$ cat src/rtl/rvdp_pkg.sv
package rvdp_pkg;

  typedef enum logic [2:0] {
    IMM_I = 3'd0,
    IMM_S = 3'd1,
    IMM_B = 3'd2,
    IMM_J = 3'd3,
    IMM_U = 3'd4
  } imm_kind_e;

  typedef enum logic [2:0] {
    ALU_ADD = 3'd0,
    ALU_SUB = 3'd1,
    ALU_AND = 3'd2,
    ALU_OR  = 3'd3,
    ALU_SLT = 3'd5
  } alu_op_e;

  typedef enum logic [1:0] {
    RES_ALU  = 2'd0,
    RES_MEM  = 2'd1,
    RES_LINK = 2'd2,
    RES_IMM  = 2'd3
  } res_sel_e;

endpackage

$ cat src/rtl/rvdp_regfile.sv
module rvdp_regfile #(
  parameter int XLEN = 32,
  parameter int NREG = 32
) (
  input  logic                    clk,
  input  logic                    we,
  input  logic [$clog2(NREG)-1:0] ra1,
  input  logic [$clog2(NREG)-1:0] ra2,
  input  logic [$clog2(NREG)-1:0] wa,
  input  logic [XLEN-1:0]         wd,
  output logic [XLEN-1:0]         rd1,
  output logic [XLEN-1:0]         rd2
);
  localparam int RAW = $clog2(NREG);

  logic [XLEN-1:0] regs [NREG];

  // Plain write port without reset, so the array maps to distributed RAM.
  always_ff @(posedge clk) begin
    if (we && (wa != '0)) regs[wa] <= wd;
  end

  // Index 0 is forced to zero on the read side.
  assign rd1 = (ra1 == RAW'(0)) ? '0 : regs[ra1];
  assign rd2 = (ra2 == RAW'(0)) ? '0 : regs[ra2];

endmodule

$ cat src/rtl/rvdp_immgen.sv
module rvdp_immgen
  import rvdp_pkg::*;
#(
  parameter int XLEN = 32
) (
  input  logic [31:7]     ins,
  input  imm_kind_e       kind,
  output logic [XLEN-1:0] imm
);
  logic [31:0] raw;
  logic        sgn;

  assign sgn = ins[31];

  always_comb begin
    unique case (kind)
      IMM_I:   raw = {{20{sgn}}, ins[31:20]};
      IMM_S:   raw = {{20{sgn}}, ins[31:25], ins[11:7]};
      IMM_B:   raw = {{19{sgn}}, ins[31], ins[7], ins[30:25], ins[11:8], 1'b0};
      IMM_J:   raw = {{11{sgn}}, ins[31], ins[19:12], ins[20], ins[30:21], 1'b0};
      IMM_U:   raw = {ins[31:12], 12'b0};
      default: raw = '0;
    endcase
  end

  generate
    if (XLEN > 32) begin : g_wide
      assign imm = {{(XLEN-32){raw[31]}}, raw};
    end else begin : g_narrow
      assign imm = raw[XLEN-1:0];
    end
  endgenerate

endmodule

$ cat src/rtl/rvdp_alu.sv
module rvdp_alu
  import rvdp_pkg::*;
#(
  parameter int XLEN = 32
) (
  input  logic [XLEN-1:0] a,
  input  logic [XLEN-1:0] b,
  input  alu_op_e         op,
  output logic [XLEN-1:0] y,
  output logic            zero
);
  always_comb begin
    unique case (op)
      ALU_ADD: y = a + b;
      ALU_SUB: y = a - b;
      ALU_AND: y = a & b;
      ALU_OR:  y = a | b;
      ALU_SLT: y = {{(XLEN-1){1'b0}}, ($signed(a) < $signed(b))};
      default: y = a + b;
    endcase
  end

  assign zero = (y == '0);

endmodule

$ cat src/rtl/rv_sc_datapath.sv
module rv_sc_datapath
  import rvdp_pkg::*;
#(
  parameter int XLEN     = 32,
  parameter int NREG     = 32,
  parameter int RESET_PC = 0
) (
  input  logic            clk,
  input  logic            rst,
  input  logic            reg_we,
  input  logic [2:0]      imm_kind,
  input  logic            alu_src_imm,
  input  logic [2:0]      alu_op,
  input  logic            pc_sel,
  input  logic [1:0]      res_sel,
  output logic [XLEN-1:0] imem_addr,
  input  logic [31:0]     imem_rdata,
  output logic [XLEN-1:0] dmem_addr,
  output logic [XLEN-1:0] dmem_wdata,
  input  logic [XLEN-1:0] dmem_rdata,
  output logic [6:0]      opcode,
  output logic [2:0]      funct3,
  output logic            funct7b5,
  output logic            zero
);
  localparam int              RAW     = $clog2(NREG);
  localparam logic [XLEN-1:0] PC_STEP = XLEN'(4);
  localparam logic [XLEN-1:0] PC_RST  = XLEN'(RESET_PC);

  logic [XLEN-1:0] pc_q, pc_next, pc_plus4, pc_target;
  logic [RAW-1:0]  rs1_idx, rs2_idx, rd_idx;
  logic [XLEN-1:0] rs1_data, rs2_data;
  logic [XLEN-1:0] imm_val, alu_b, alu_y, wb_data;
  alu_op_e         op_e;
  res_sel_e        res_e;
  imm_kind_e       kind_e;

  assign op_e   = alu_op_e'(alu_op);
  assign res_e  = res_sel_e'(res_sel);
  assign kind_e = imm_kind_e'(imm_kind);

  // Instruction field split
  assign opcode   = imem_rdata[6:0];
  assign funct3   = imem_rdata[14:12];
  assign funct7b5 = imem_rdata[30];
  assign rs1_idx  = imem_rdata[15 +: RAW];
  assign rs2_idx  = imem_rdata[20 +: RAW];
  assign rd_idx   = imem_rdata[7 +: RAW];

  // Program counter
  assign pc_plus4  = pc_q + PC_STEP;
  assign pc_target = pc_q + imm_val;
  assign pc_next   = pc_sel ? pc_target : pc_plus4;

  always_ff @(posedge clk) begin
    if (rst) pc_q <= PC_RST;
    else     pc_q <= pc_next;
  end

  assign imem_addr = pc_q;

  rvdp_regfile #(.XLEN(XLEN), .NREG(NREG)) u_rf (
    .clk (clk),
    .we  (reg_we),
    .ra1 (rs1_idx),
    .ra2 (rs2_idx),
    .wa  (rd_idx),
    .wd  (wb_data),
    .rd1 (rs1_data),
    .rd2 (rs2_data)
  );

  rvdp_immgen #(.XLEN(XLEN)) u_imm (
    .ins  (imem_rdata[31:7]),
    .kind (kind_e),
    .imm  (imm_val)
  );

  assign alu_b = alu_src_imm ? imm_val : rs2_data;

  rvdp_alu #(.XLEN(XLEN)) u_alu (
    .a    (rs1_data),
    .b    (alu_b),
    .op   (op_e),
    .y    (alu_y),
    .zero (zero)
  );

  assign dmem_addr  = alu_y;
  assign dmem_wdata = rs2_data;

  // Write-back source
  always_comb begin
    unique case (res_e)
      RES_ALU:  wb_data = alu_y;
      RES_MEM:  wb_data = dmem_rdata;
      RES_LINK: wb_data = pc_plus4;
      RES_IMM:  wb_data = imm_val;
      default:  wb_data = alu_y;
    endcase
  end

endmodule

$ cat config.mk
export PLATFORM = sky130hd
export DESIGN_NAME = rv_sc_datapath
export DESIGN_NICKNAME = d
export VERILOG_FILES = /design/src/rtl/rvdp_pkg.sv /design/src/rtl/rvdp_regfile.sv /design/src/rtl/rvdp_immgen.sv /design/src/rtl/rvdp_alu.sv /design/src/rtl/rv_sc_datapath.sv
export SDC_FILE = /design/constraint.sdc
export NUM_CORES = 2
export LEC_CHECK = 0
export ABC_CLOCK_PERIOD_IN_PS = 17550
export CAP_MARGIN = 20
export CORE_MARGIN = 5
export CORE_UTILIZATION = 50
export CTS_CLUSTER_SIZE = 16
export DETAILED_ROUTE_END_ITERATION = 10
export GPL_TIMING_DRIVEN = 0
export PLACE_DENSITY = 0.67
export SLEW_MARGIN = 20
export SYNTH_ARGS = -nofsm -noshare
export SYNTH_HDL_FRONTEND = slang
export SYNTH_HIERARCHICAL = 1
export SYNTH_SLANG_ARGS = --single-unit
$ cat constraint.sdc
create_clock -name clk -period 17.55 [get_ports clk]
set_input_delay 5.265 -clock clk [delete_from_list [all_inputs] [get_ports clk]]
set_output_delay 5.265 -clock clk [all_outputs]
set_load 0.02 [all_outputs]
### Word-level counts from Yosys, hierarchy flattened

Memories as Yosys holds them, arrays and structs flattened.
Cells that the tools add are included.

* $add $sub $neg: 4
* $mul: 0
* div/mod/pow operators: 0
* $lt $le $gt $ge: 1
* eq/ne operators: 11
* shift-type cells: 0
* mux-type cells: 9
* bitwise operators: 2
* reduce and logical (&&, ||, !) cells: 7

Operators by type and width (count)
* 32-bit case mux with 4 select lines: 2
* 32-bit case mux with 5 select lines: 1
* 32-bit two-way mux: 4
* 32-bit adder: 2
* 32-bit by 3-bit adder with 32-bit output, second input constant: 1
* 32-bit AND: 1
* 32-bit logical NOT: 1
* 32-bit less-than comparator: 1
* 32-bit bitwise OR: 1
* 32-bit subtractor: 1
* 3-bit by 2-bit == test with 1-bit output, second input constant: 4
* 5-bit logical NOT: 2
* 3-bit by 1-bit == test with 1-bit output, second input constant: 2
* 3-bit == test, second input constant: 2
* 5-bit nonzero test: 1
* 2-bit == test, second input constant: 2
* 3-bit logical NOT: 1
* 2-bit by 1-bit == test with 1-bit output, second input constant: 1
* 2-bit logical NOT: 1
* 1-bit two-way mux: 2
* 1-bit logical AND: 1

* bits in registers: 32
* bits in latches: 0
* RAM bits: 1024
* memory bits (read-only): 0
* input port bits: 77
* output and inout port bits: 108
* memories: 1

Memory list
* u_rf.regs: words 32, width 32, read ports 2, clocked after Yosys merged registers in 0, write ports 1, RTL line rvdp_regfile.sv:16 `logic [XLEN-1:0] regs [NREG];`

### Depth between registers and ports, before layout

* depth after elaboration: 6
* mapped depth: 24

### Cells and area by module

Netlist, hierarchy kept.

By module, submodules not included
* rvdp_regfile: times used 1, cells an instance 2564, area each 47929.7 um2, seq. area each 30749.5 um2
* rvdp_alu: times used 1, cells an instance 778, area each 5131.2 um2, seq. area each 0.0 um2
* rv_sc_datapath: times used 1, cells an instance 523, area each 4489.3 um2, seq. area each 640.6 um2
* rvdp_immgen: times used 1, cells an instance 73, area each 494.2 um2, seq. area each 0.0 um2

### Worst setup path before layout

Ideal clock, no wire load.

* path type: input -> output
* start: input imem_rdata[22]
* end: output zero
* arrival: 11248 ps
* setup slack: 1037 ps
* cell stages on the path: 21
* path buffers: 4
* cell sequence: buf_4 > or3_1 > buf_2 > buf_1 > o221ai_1 > a21oi_1 > a211oi_1 > mux2_2 > inv_1 > ha_1 > buf_6 > or2_4 > a2111o_1 > a311o_1 > a22o_1 > or4_1 > or4b_1 > or4_1 > or4_1 > nor4_1 > and4b_1

* word-level cells in the longest chain between the ends: 6

Ends and longest elaborated chain
* start, declared: RTL line rv_sc_datapath.sv:17 `input logic [31:0] imem_rdata,`
* memory read 32 x 32 bit or 5-bit logical NOT (tied branches)
* 32-bit two-way mux *: RTL line rvdp_regfile.sv:25 `assign rd2 = (ra2 == RAW'(0)) ? '0 : regs[ra2];`
* via dmem_wdata[2]: RTL line rv_sc_datapath.sv:19 `output logic [XLEN-1:0] dmem_wdata,`
* 32-bit two-way mux *: RTL line rv_sc_datapath.sv:79 `assign alu_b = alu_src_imm ? imm_val : rs2_data;`
* via alu_b[2]: RTL line rv_sc_datapath.sv:33 `logic [XLEN-1:0] imm_val, alu_b, alu_y, wb_data;`
* 32-bit adder or 32-bit subtractor (tied branches): RTL line rvdp_alu.sv:14, rvdp_alu.sv:19, rvdp_alu.sv:15
* 32-bit case mux with 4 select lines *: RTL line rvdp_alu.sv:13 `unique case (op)`
* via dmem_addr[6]: RTL line rv_sc_datapath.sv:18 `output logic [XLEN-1:0] dmem_addr,`
* 32-bit logical NOT *: RTL line rvdp_alu.sv:23 `assign zero = (y == '0);`
* end, declared: RTL line rv_sc_datapath.sv:24 `output logic zero`

Mark *: on every way through the listed nets, which the timed path passes. The rest lies on a longest branch.

### Final worst setup path

* start: input imem_rdata[19]
* end: output zero

* word-level cells in the longest chain between the ends: 5

Ends and longest elaborated chain
* memory read 32 x 32 bit or 5-bit logical NOT (tied branches)
* 32-bit two-way mux *: RTL line rvdp_regfile.sv:24 `assign rd1 = (ra1 == RAW'(0)) ? '0 : regs[ra1];`
* via rs1_data[0]: RTL line rv_sc_datapath.sv:32 `logic [XLEN-1:0] rs1_data, rs2_data;`
* 32-bit adder (tied with other cells): RTL line rvdp_alu.sv:14, rvdp_alu.sv:19
* 32-bit case mux with 4 select lines *: RTL line rvdp_alu.sv:13
* 32-bit logical NOT *: RTL line rvdp_alu.sv:23

Marks and branches as above.

==> results.md <==
* Terminating pin of the worst hold path: imem_addr[0]
* Max Slew Vio Count at 0
* Die Width at 351 microns
* Synth area leader: edfxtp_1
* Final setup skew at 47.6 ps
* Crit-path max cell delay at 620 ps
* Max_slew headroom at 11.1%
* GRT Util Overall at 37.1%
* Pwr Total at 0.00671 W
* Via count at 43261
* Syn. warnings at 6
* Switching power at 0.00204 W
* Tmin final at 17550 ps
* Crit Reg-Reg Startpoint: u_rf/regs[9][1]
* Cts-stage hold buffer count at 0
* Fmax at 0.0570 GHz
* Syn avg cell area at 14.7 sq um
* HP Start: imem_addr[0]
* Area delta synth->final at 17.3%
* Placed cells at 5724
* Crit path cell chain: clkdlybuf4s50_1, buf_6, nand2b_2, clkbuf_4, o21ai_2, a311oi_4, inv_1, ha_2, fa_1, or2_4, a2111o_1, a311o_1, a22o_2, or4_4, or4b_4, or4_4, or4_1, nor4_2, and4b_1, buf_4
* Wirelength, routed at 233000 microns
* Setup-failing EPs final at 0
* H-tree Lvls at 3
* Clock Latency Late Sink at 740 ps
* Synth top area share at 53.0%
* Core footprint at 116000 sq um
* Vias in the first global route at 41512
* Clock power share at 33.3%
* WS Path Type: in -> out
* Hold Path Depth at 2
* CP Capture Type: primary output
* Combinational family with the most area after synthesis: multiplexers
* Final Hold Viols at 0
* Crit-path slowest cell: clkdlybuf4s50_1
* Row count at 125
* Num Clock Sinks at 1056
* Vias per inst at 7.28
* Multiplexer area fraction after synthesis at 22.9%
* Fin cells at 5940
* Largest net degree at the start of global routing at 33
* Yosys cell types at 106
* RSZ-0062 raised after global routing: yes
* Top cell by count, worst path: or4_4
* Synth Cell Area at 58000 sq um
* Seq pwr share at 43.9%
* FILL cells at 8958
* Ports at 185
* Fin Setup TNS at 0 ps
* Max FO, Critical Path at 10
* Least-Margin Pin Slew at 1320 ps
* Lkg Pwr at 23.7 nW
* Startpoint type of the worst setup path: primary input
* Max-Cap Viols at 0
* FF-to-FF End: u_rf/regs[10][31]
* EDFF count, synth at 1024
* Grt total ovfl at 0
* Max Root-Sink Buffers at 3
* CTS clk-pin slew, worst paths at 70 ps
* Routed wire per std cell at 39.2 microns
* Syn Inst Count at 3938
* Reg2reg path depth at 19
* Outcome: finished, final reports clean
* Int Pwr at 0.00468 W
* Layout net count at 4538
* Ys async rst share at 0%
* Power share of the combinational group at 22.8%
* XOR/XNOR Fraction of Synth Area at 0.953%
* Worst EP arrival at 12280 ps
* Post-Synth Adder-Cell Area at 2.86%
* Die Ht at 351 microns
* CTS tree: built
* DR iter-0 viols at 7212
* Power Density at 98.6 nW/um^2
* Num CTS Buffers at 107
* Switching Fraction at 30.4%
* RePlAce Congestion at 1.01
* Synth Flop Type: edfxtp_1
* Simple-Gate Fraction of Synth Area at 5.30%
* First-pass GRT wire length at 318000 microns
* R2r setup slk at 10640 ps
* Post-detail-place hpwl at 168000 microns
* Synth Area in Compound Gates at 10.3%
* DR pass1 iterations at 8
* Crit share post-route at 100%
* FF+latch count, synth at 1056
* Share of layout cells above drive strength 1 at 24.5%
* Worst hold path type: reg -> reg
* Ranking of synthesized cells by area: edfxtp_1 (53%), mux4_2 (13%), mux2i_1 (5.8%)
* Commonest non-fill, non-tap cell in the layout: edfxtp_1
* Register area share after synthesis at 54.1%
* DRC at 0
* Antenna Violating Nets Remaining at 0
* Initial Util at 50.2%
* Final Util at 58.9%
* VDD IR max at 0.0789 mV
* Root buffer selected by CTS: clkbuf_16
* Die Area at 123000 sq um
* IO buf count at 171
* CP required at 12280 ps
* Initial antenna violation count at 8
* Most frequent cells in the layout: edfxtp_1 (1024), mux2i_1 (338), mux4_2 (329)
[cells by family (layout without fill, tap and decap cells)]
group                      Yosys count  in the layout
xor gates and xnor gates            61             61
and+or+nand+nor                    616            616
adders and majority gates          131            131
buffers and inverters              424            866
DFF                               1056           1056
muxes                              819            819
AOI/OAI and AO/OA                  830            830
other                                1             37
[routing by layer]
layer / global-route usage [%] / vias to the layer above / routed length, microns
met2: 57.0 / 3933 / 103000
li1: - / 16890 / -
met5: 0 / - / 0
met1: 45.9 / 21624 / 77500
met4: 20.7 / 0 / 16600
met3: 13.2 / 814 / 36300
[worst max path at each step]
| stage | start | to | slack (ps) | cells after the start |
|---|---|---|---|---|
| 6_report | imem_rdata[19] | zero | 2 | 20 |
| 5_1_grt | imem_rdata[20] | zero | -40 | 24 |
| 4_1_cts | imem_rdata[17] | zero | -120 | 22 |
| 3_5_place_dp | imem_rdata[21] | zero | -2870 | 24 |
| 3_3_place_gp | imem_rdata[15] | zero | -3610 | 22 |
| 2_1_floorplan | imem_rdata[22] | zero | 1040 | 21 |
[through the flow]
stage,cell area [sq um],worst slack [ps],hold slack (ps)
floorplan,58200,1040,598
global placement,61800,-3610,565
detailed placement,63400,-2870,557
CTS,67800,-123,580
global route,68100,-43.5,608
finish,68100,1.79,585
[layout make-up]
cell class | count | area [sq um] | share of cell area [%]
sequential | 1056 | 31400 | 46.1
clock buffer | 132 | 2810 | 4.13
clock inverter | 58 | 505 | 0.742
tap | 1524 | 1910 | 2.80
buffer | 303 | 2150 | 3.15
timing repair buffer | 257 | 3270 | 4.80
inverter | 116 | 435 | 0.639
antenna | 5 | 12.5 | 0.0184
multi-input combinational | 2489 | 25600 | 37.6
[synth_stat cells (all sizes together), types with 49 or more instances]
library cell  number
mux4             382
mux2              99
nand4             49
inv              116
clkbuf           152
nor2b             60
a221oi            62
buf              155
a22oi             69
nand2            184
o221ai            73
a211oi            96
mux2i            338
ha               128
o21ai            141
edfxtp          1024
nor2             150
a21oi            153
[sequential cells by signal, indices dropped and copies added (netlist names)]
register	count
u_rf/regs	1024
imem_addr	32
[power groups by stage]
stage	sequential [W]	combinational, W	clock, W
finish	0.00295	0.00153	0.00224
global route	0.00295	0.00158	0.00234
CTS	0.00295	0.00146	0.00224
detailed placement	0.00300	0.00140	0
global placement	0.00300	0.00138	0
floorplan	0.00299	0.000814	0
[repair_timing]
item	CTS	global route
resized for setup	282	63
setup endpoints to repair	25	8
pin swaps	21	18
buffers inserted	18	8
[worst max-delay path: cells and delay by family]
kind                       cells  cell delay, ps
AOI/OAI and AO/OA              5            1660
adders and majority gates      2             660
buffers and inverters          5            1520
and+or+nand+nor                8            3150
Note: power is estimated with default switching activity, not from simulation.
